## config.mk

```make
export PLATFORM = sky130hd
export DESIGN_NAME = etp_pipe
export DESIGN_NICKNAME = d
export VERILOG_FILES = /design/src/rtl/etp_pkg.sv /design/src/rtl/etp_token_queue.sv /design/src/rtl/etp_frame_store.sv /design/src/rtl/etp_alu.sv /design/src/rtl/etp_pipe.sv
export SDC_FILE = /design/constraint.sdc
export NUM_CORES = 2
export LEC_CHECK = 0
export BUFFER_PORTS_ARGS = -buffer_cell sky130_fd_sc_hd__clkbuf_2
export CORE_ASPECT_RATIO = 1.25
export CORE_UTILIZATION = 60
export CTS_CLUSTER_DIAMETER = 50
export CTS_CLUSTER_SIZE = 28
export DETAILED_ROUTE_END_ITERATION = 6
export PLACE_DENSITY_LB_ADDON = 0.2
export SYNTH_ARGS = -nofsm -noshare
export SYNTH_HDL_FRONTEND = slang
export SYNTH_HIERARCHICAL = 1
export SYNTH_SLANG_ARGS = --single-unit
```

## constraint.sdc

```tcl
create_clock -name clk -period 8.4 [get_ports clk]
set_input_delay 1.68 -clock clk [delete_from_list [all_inputs] [get_ports clk]]
set_output_delay 1.68 -clock clk [all_outputs]
set_load 0.02 [all_outputs]
```

## src/rtl/etp_pkg.sv

```systemverilog
package etp_pkg;

    localparam int DATA_W      = 8;
    localparam int IP_W        = 4;
    localparam int FADDR_W     = 5;
    localparam int OFF_W       = 3;
    localparam int CODE_DEPTH  = 1 << IP_W;
    localparam int FRAME_DEPTH = 1 << FADDR_W;

    typedef enum logic [2:0] {
        OP_ADD  = 3'd0,
        OP_SUB  = 3'd1,
        OP_MUL  = 3'd2,
        OP_AND  = 3'd3,
        OP_PASS = 3'd4,
        OP_INC  = 3'd5,
        OP_DBL  = 3'd6,
        OP_NEG  = 3'd7
    } op_e;

    typedef struct packed {
        logic            en;
        logic            ext;
        logic [IP_W-1:0] ip;
        logic            port;
    } dest_t;

    typedef struct packed {
        op_e              op;
        logic [OFF_W-1:0] off;
        dest_t            d1;
        dest_t            d0;
    } instr_t;

    typedef struct packed {
        logic [FADDR_W-1:0] fp;
        logic [IP_W-1:0]    ip;
        logic               port;
        logic [DATA_W-1:0]  data;
    } token_t;

    typedef struct packed {
        logic              pres;
        logic [DATA_W-1:0] data;
    } slot_t;

    localparam int INSTR_W = $bits(instr_t);

    function automatic logic is_monadic(op_e op);
        return op[2];
    endfunction

endpackage

```

## src/rtl/etp_token_queue.sv

```systemverilog
module etp_token_queue
    import etp_pkg::*;
#(
    parameter int DEPTH = 8
) (
    input  logic   clk,
    input  logic   rst_n,
    input  logic   wr_en,
    input  token_t wr_tok,
    input  logic   rd_en,
    output token_t rd_tok,
    output logic   empty,
    output logic   full
);
    localparam int PTR_W = (DEPTH > 1) ? $clog2(DEPTH) : 1;
    localparam int CNT_W = $clog2(DEPTH + 1);

    typedef struct packed {
        token_t [DEPTH-1:0] mem;
        logic [PTR_W-1:0]   rd;
        logic [PTR_W-1:0]   wr;
        logic [CNT_W-1:0]   cnt;
    } q_t;

    q_t q_d, q_q;

    always_comb begin
        q_d = q_q;
        if (wr_en) begin
            q_d.mem[q_q.wr] = wr_tok;
            q_d.wr = (q_q.wr == PTR_W'(DEPTH - 1)) ? '0 : q_q.wr + PTR_W'(1);
        end
        if (rd_en) begin
            q_d.rd = (q_q.rd == PTR_W'(DEPTH - 1)) ? '0 : q_q.rd + PTR_W'(1);
        end
        case ({wr_en, rd_en})
            2'b10:   q_d.cnt = q_q.cnt + CNT_W'(1);
            2'b01:   q_d.cnt = q_q.cnt - CNT_W'(1);
            default: q_d.cnt = q_q.cnt;
        endcase
    end

    always_ff @(posedge clk) begin
        if (!rst_n) q_q <= '0;
        else        q_q <= q_d;
    end

    assign rd_tok = q_q.mem[q_q.rd];
    assign empty  = (q_q.cnt == '0);
    assign full   = (q_q.cnt == CNT_W'(DEPTH));

    AST_NO_OVERFLOW: assert property (@(posedge clk) disable iff (!rst_n)
        wr_en |-> !full);
    AST_NO_UNDERFLOW: assert property (@(posedge clk) disable iff (!rst_n)
        rd_en |-> !empty);

endmodule

```

## src/rtl/etp_frame_store.sv

```systemverilog
module etp_frame_store
    import etp_pkg::*;
(
    input  logic               clk,
    input  logic               rst_n,
    input  logic               lk_valid,
    input  logic [FADDR_W-1:0] lk_addr,
    input  logic [DATA_W-1:0]  lk_data,
    output logic               lk_hit,
    output logic [DATA_W-1:0]  lk_stored,
    input  logic               ld_we,
    input  logic [FADDR_W-1:0] ld_addr,
    input  logic [DATA_W-1:0]  ld_data,
    input  logic               ld_pres
);
    typedef struct packed {
        slot_t [FRAME_DEPTH-1:0] slot;
    } fs_t;

    fs_t fs_d, fs_q;

    always_comb begin
        fs_d = fs_q;
        if (lk_valid) begin
            if (fs_q.slot[lk_addr].pres) begin
                fs_d.slot[lk_addr].pres = 1'b0;
            end else begin
                fs_d.slot[lk_addr].pres = 1'b1;
                fs_d.slot[lk_addr].data = lk_data;
            end
        end
        if (ld_we) begin
            fs_d.slot[ld_addr].pres = ld_pres;
            fs_d.slot[ld_addr].data = ld_data;
        end
    end

    always_ff @(posedge clk) begin
        if (!rst_n) fs_q <= '0;
        else        fs_q <= fs_d;
    end

    assign lk_hit    = fs_q.slot[lk_addr].pres;
    assign lk_stored = fs_q.slot[lk_addr].data;

    AST_PARK_SETS_FLAG: assert property (@(posedge clk) disable iff (!rst_n)
        (lk_valid && !lk_hit && !ld_we) |=>
            (fs_q.slot[$past(lk_addr)].pres && fs_q.slot[$past(lk_addr)].data == $past(lk_data)));
    AST_FIRE_CLEARS_FLAG: assert property (@(posedge clk) disable iff (!rst_n)
        (lk_valid && lk_hit && !ld_we) |=> !fs_q.slot[$past(lk_addr)].pres);

endmodule

```

## src/rtl/etp_alu.sv

```systemverilog
module etp_alu
    import etp_pkg::*;
(
    input  op_e               op,
    input  logic [DATA_W-1:0] a,
    input  logic [DATA_W-1:0] b,
    output logic [DATA_W-1:0] y
);
    logic [2*DATA_W-1:0] prod;

    always_comb begin
        prod = {{DATA_W{1'b0}}, a} * {{DATA_W{1'b0}}, b};
        case (op)
            OP_ADD:  y = a + b;
            OP_SUB:  y = a - b;
            OP_MUL:  y = prod[DATA_W-1:0];
            OP_AND:  y = a & b;
            OP_PASS: y = a;
            OP_INC:  y = a + DATA_W'(1);
            OP_DBL:  y = {a[DATA_W-2:0], 1'b0};
            default: y = DATA_W'(0) - a;
        endcase
    end

endmodule

```

## src/rtl/etp_pipe.sv

```systemverilog
module etp_pipe
    import etp_pkg::*;
#(
    parameter int QDEPTH = 8
) (
    input  logic               clk,
    input  logic               rst_n,
    input  logic               in_valid,
    input  logic [FADDR_W-1:0] in_fp,
    input  logic [IP_W-1:0]    in_ip,
    input  logic               in_port,
    input  logic [DATA_W-1:0]  in_data,
    output logic               in_ready,
    input  logic               code_we,
    input  logic [IP_W-1:0]    code_addr,
    input  logic [INSTR_W-1:0] code_wdata,
    input  logic               frame_we,
    input  logic [FADDR_W-1:0] frame_addr,
    input  logic [DATA_W-1:0]  frame_wdata,
    input  logic               frame_wpres,
    output logic               out_valid,
    output logic [FADDR_W-1:0] out_fp,
    output logic [IP_W-1:0]    out_ip,
    output logic               out_port,
    output logic [DATA_W-1:0]  out_data
);
    typedef struct packed {
        instr_t [CODE_DEPTH-1:0] code;
        logic                    s1_v;
        token_t                  s1_tok;
        instr_t                  s1_ins;
        logic                    s2_v;
        op_e                     s2_op;
        logic [DATA_W-1:0]       s2_a;
        logic [DATA_W-1:0]       s2_b;
        logic [FADDR_W-1:0]      s2_fp;
        dest_t                   s2_d0;
        dest_t                   s2_d1;
        logic                    s3_v;
        logic [DATA_W-1:0]       s3_res;
        logic [FADDR_W-1:0]      s3_fp;
        dest_t                   s3_d0;
        dest_t                   s3_d1;
        logic [1:0]              s3_pend;
    } pipe_t;

    pipe_t st_d, st_q;

    logic               q_wr_en, q_rd_en, q_empty, q_full, q_wr_int;
    token_t             q_wr_tok, q_head, emit_tok;
    logic               lk_valid, lk_hit, mono, hold, sel_d1, emit_req, emit_done;
    logic [FADDR_W-1:0] lk_addr;
    logic [DATA_W-1:0]  lk_stored, alu_y;
    logic [1:0]         pend_next;
    dest_t              cur;
    instr_t             fetched;

    etp_token_queue #(.DEPTH(QDEPTH)) u_queue (
        .clk    (clk),
        .rst_n  (rst_n),
        .wr_en  (q_wr_en),
        .wr_tok (q_wr_tok),
        .rd_en  (q_rd_en),
        .rd_tok (q_head),
        .empty  (q_empty),
        .full   (q_full)
    );

    etp_frame_store u_frames (
        .clk       (clk),
        .rst_n     (rst_n),
        .lk_valid  (lk_valid),
        .lk_addr   (lk_addr),
        .lk_data   (st_q.s1_tok.data),
        .lk_hit    (lk_hit),
        .lk_stored (lk_stored),
        .ld_we     (frame_we),
        .ld_addr   (frame_addr),
        .ld_data   (frame_wdata),
        .ld_pres   (frame_wpres)
    );

    etp_alu u_alu (
        .op (st_q.s2_op),
        .a  (st_q.s2_a),
        .b  (st_q.s2_b),
        .y  (alu_y)
    );

    always_comb begin
        st_d = st_q;

        // token formation: one destination per cycle, destination 0 first
        sel_d1    = !st_q.s3_pend[0];
        cur       = sel_d1 ? st_q.s3_d1 : st_q.s3_d0;
        emit_req  = st_q.s3_v && (st_q.s3_pend != 2'b00);
        emit_tok  = '{fp: st_q.s3_fp, ip: cur.ip, port: cur.port, data: st_q.s3_res};
        q_wr_int  = emit_req && !cur.ext && !q_full;
        out_valid = emit_req && cur.ext;
        out_fp    = emit_tok.fp;
        out_ip    = emit_tok.ip;
        out_port  = emit_tok.port;
        out_data  = emit_tok.data;
        emit_done = out_valid || q_wr_int;
        pend_next = st_q.s3_pend;
        if (emit_done) pend_next[sel_d1] = 1'b0;
        hold      = st_q.s3_v && (pend_next != 2'b00);
        st_d.s3_pend = pend_next;

        // queue write port: internal tokens first
        in_ready = !q_full && !q_wr_int;
        q_wr_en  = q_wr_int || (in_valid && in_ready);
        q_wr_tok = q_wr_int ? emit_tok
                            : '{fp: in_fp, ip: in_ip, port: in_port, data: in_data};

        // fetch and operand match
        q_rd_en  = !hold && !q_empty;
        fetched  = st_q.code[q_head.ip];
        mono     = is_monadic(st_q.s1_ins.op);
        lk_valid = !hold && st_q.s1_v && !mono;
        lk_addr  = st_q.s1_tok.fp + FADDR_W'(st_q.s1_ins.off);

        if (!hold) begin
            st_d.s1_v   = q_rd_en;
            st_d.s1_tok = q_head;
            st_d.s1_ins = fetched;

            st_d.s2_v  = st_q.s1_v && (mono || lk_hit);
            st_d.s2_op = st_q.s1_ins.op;
            st_d.s2_fp = st_q.s1_tok.fp;
            st_d.s2_d0 = st_q.s1_ins.d0;
            st_d.s2_d1 = st_q.s1_ins.d1;
            if (mono) begin
                st_d.s2_a = st_q.s1_tok.data;
                st_d.s2_b = '0;
            end else if (!st_q.s1_tok.port) begin
                st_d.s2_a = st_q.s1_tok.data;
                st_d.s2_b = lk_stored;
            end else begin
                st_d.s2_a = lk_stored;
                st_d.s2_b = st_q.s1_tok.data;
            end

            st_d.s3_v    = st_q.s2_v;
            st_d.s3_res  = alu_y;
            st_d.s3_fp   = st_q.s2_fp;
            st_d.s3_d0   = st_q.s2_d0;
            st_d.s3_d1   = st_q.s2_d1;
            st_d.s3_pend = st_q.s2_v ? {st_q.s2_d1.en, st_q.s2_d0.en} : 2'b00;
        end

        if (code_we) st_d.code[code_addr] = code_wdata;
    end

    always_ff @(posedge clk) begin
        if (!rst_n) st_q <= '0;
        else        st_q <= st_d;
    end

    AST_HOLD_FREEZES_RESULT: assert property (@(posedge clk) disable iff (!rst_n)
        (st_q.s3_v && hold) |=> ($stable(st_q.s3_res) && $stable(st_q.s3_fp) && st_q.s3_v));
    AST_PARK_IS_SILENT: assert property (@(posedge clk) disable iff (!rst_n)
        (st_q.s1_v && !mono && !lk_hit && !hold) |=> !st_q.s2_v);
    AST_HOLD_NO_POP: assert property (@(posedge clk) disable iff (!rst_n)
        hold |-> !q_rd_en);

endmodule

```

==> results.txt <==
Status -> finished, violations left
Failing checks -> design-rule violations
# Post-CTS Setup Buffers -> 0
Commonest non-fill, non-tap cell in the layout -> nand2_1
Detailed Route WL -> 126,000 µm
Period utilization -> 59.8%
CP top delay family -> adder cells
Synthesis-to-layout area growth -> 5.71%
CTS resizes -> 0
Num CTS Buffers -> 76
Cell Int Power -> 6850 µW
All-Layer GR Usage -> 33.7%
Combinational share of power -> 17.3%
Vias -> 35,600
Static leakage -> 0.0154 µW
ANT nets after route -> 0
Crit path required time -> 8900 ps
Die H -> 303 µm
Min-delay src -> st_q[127]
Most used DFF post-synth -> dfxtp_1
Setup TNS -> 0 ps
Pwr Density -> 217 mW/mm²
Synthesized area per cell -> 8.94 µm²
Peak VDD IR -> 0.000197 V
Pin count of the biggest net entering global routing -> 196
Critical path capture point type -> flip-flop
Slew Viols, Final -> 0
Non-filler cells, final -> 5,593
Syn. warnings -> 6
WL met1 -> 49,600 µm
Async SR Flop Fraction -> 0%
CTS H-tree depth -> 3
Sw frac -> 31.3%
Fmax achieved -> 199 MHz
Vias in the first global route -> 34,000
Met2 wire length -> 61,600 µm
# setup viols final -> 0
I/O pin count -> 81
Min cycle time layout -> 5020 ps
Maximum buffer depth of the clock tree -> 3
Hold Buf Count CTS -> 0
Synthesized area -> 0.0436 mm²
Stages on the worst setup path -> 7
Cells after DPL -> 5,450
Worst-path clk slew -> 70 ps
Num rows -> 110
Area leader, netlist -> dfxtp_1
Sequential cell area -> 0.0173 mm²
Multi-input logic area -> 0.0237 mm²
Slowest cell delay on critical path -> 1240 ps
Met3 WL post-DR -> 9020 µm
Clock skew -> 33.5 ps
Layout Cell Area excl Fill -> 0.0461 mm²
Remaining global-route overflow -> 0
Port Buffers -> 80
Final core occ -> 64.0%
Synth area leaders -> dfxtp_1, mux4_2, nand2_1
Hpwl dp -> 77,200 µm
Unrepaired setup endpoints after global routing -> false
Fin. Hold Viols -> 0
Core area -> 0.0720 mm²
Fin Hold WS -> 453 ps
Sequential fraction of the synthesis area -> 39.7%
CTS tree -> done
DR pass1 iterations -> 7
CP Launch Type -> flip-flop
GPL Wtd Cong -> 0.949
Initial DRC Count -> 3,425
DP Area -> 0.0433 mm²
Fill count -> 5,886
R2R depth -> 7
Die Span X -> 243 µm
Netlist cell types -> 90
Net Count, Synth -> 4,981
Nets -> 4,686
Full die area -> 0.0737 mm²
Initial core utilization -> 60.5%
Area share of the largest cell type after synthesis -> 39.7%
Crit-path max FO -> 43
Sequential share of power -> 44.4%
Clock Sink Count -> 864
Worst Max-Slew Pin Slew -> 1500 ps
CP cell instances -> ha_4 > fa_4 > mux2_2 > a222oi_1 > nand4_1 > mux2i_1 > a21oi_1
WL per Instance -> 22.6 µm
Number of antenna violations at the first check in global routing -> 1
Clock share of power -> 38.4%
Most frequent cells in the layout -> nand2_1, dfxtp_1, a21oi_1
Sw Pwr -> 3120 µW
Worst-Skew Late Latency -> 660 ps
Crit path max-delay cell type -> a222oi_1
Crit Path Category -> reg -> reg
Max-cap violations -> 0
Worst Hold Class -> reg -> reg
DR vias/cell -> 6.36
Number of flops mapped to enable cells by yosys -> 0
Root buffer selected by CTS -> clkbuf_16
Worst Hold Depth -> 2
Syn Inst Count -> 4,871
First-pass GRT wire length -> 196,000 µm
Highest metal used -> met4
Buf/Inv on CP -> 0
Arr. time, crit path -> 5520 ps
CP Launch Point -> st_q[102]
Layout cells sized above 1 -> 14.8%
Slew margin rel. -> 0.209%
Flops & latches, synth -> 864
Reg2reg start -> st_q[102]
DR DRC count -> 4
## metrics by stage
stage	setup WS [ps]	total power, µW
floorplan	4340	5820
global placement	3700	6190
detailed placement	3620	6210
CTS	3580	10000
global route	3350	10300
finish	3380	9980
## worst paths after layout
path | end | slack [ps]
max | u_frames/fs_q[75] | 3380
min | st_q[127] | 450
max reg2reg | u_frames/fs_q[75] | 3380
min reg2reg | st_q[127] | 450
## Yosys cell counts, types with 13 or more instances
master      n
a211oi_2   65
a21boi_0  123
a21boi_1   27
a21oi_1   619
a22oi_1    28
and2_1     22
buf_1      13
buf_2      77
buf_4      39
buf_6      26
clkbuf_1  349
dfxtp_1   864
fa_1       14
ha_1       35
inv_1      46
mux2_2     62
mux2i_1   289
mux4_2    172
nand2_1   976
nand2b_1   17
nand3_1    86
nand4_1    19
nor2_1    139
nor2b_1    21
nor3_1     85
nor4_1     16
o211a_1    19
o21ai_0   367
xnor2_1    20
## state kept, by name, indices dropped and copies added (netlist names)
register       cells
out_data           8
out_fp             5
u_queue/q_q      154
st_q             408
mono               1
u_frames/fs_q    288
## per-layer routing
layer | vias to the layer above | global-route usage (%)
li1 | 16600 | -
met1 | 17200 | 41.9
met2 | 1461 | 58.0
met3 | 332 | 4.14
met4 | 0 | 16.6
met5 | - | 0
## final cells by class
cell class,count,share of cell area (%)
well taps,952,2.59
inverters,47,0.399
clock buffers,85,4.31
diodes,1,0.00543
clock inverters,57,1.66
repair buffers,142,1.93
flip-flops and latches,864,37.6
multi-input cells,3445,51.5
## logic make-up after synthesis
| logic type | share of synthesized area (%) |
|---|---|
| flip-flops | 39.7 |
| buffers and inverters | 6.13 |
| AO/OA/AOI/OAI | 18.6 |
| multiplexers | 17.9 |
| adder cells (fa/ha/maj) | 1.65 |
| XOR/XNOR | 0.623 |
| AND/OR/NAND/NOR | 15.4 |
## power groups by stage
stage          Sequential, µW  Combinational, µW  Clock (µW)
2_1_floorplan            4410               1410           0
3_3_place_gp             4510               1680           0
3_5_place_dp             4510               1700           0
4_1_cts                  4420               1700        3880
5_1_grt                  4440               1830        4050
6_report                 4430               1720        3830
## worst register-to-register path: stages, from the launching register on
cell      delay (ps)
dfxtp_1          350
ha_4             170
fa_4            1210
mux2_2           440
a222oi_1        1240
nand4_1          970
mux2i_1          400
a21oi_1           90
Note: power is estimated with default switching activity, not from simulation.
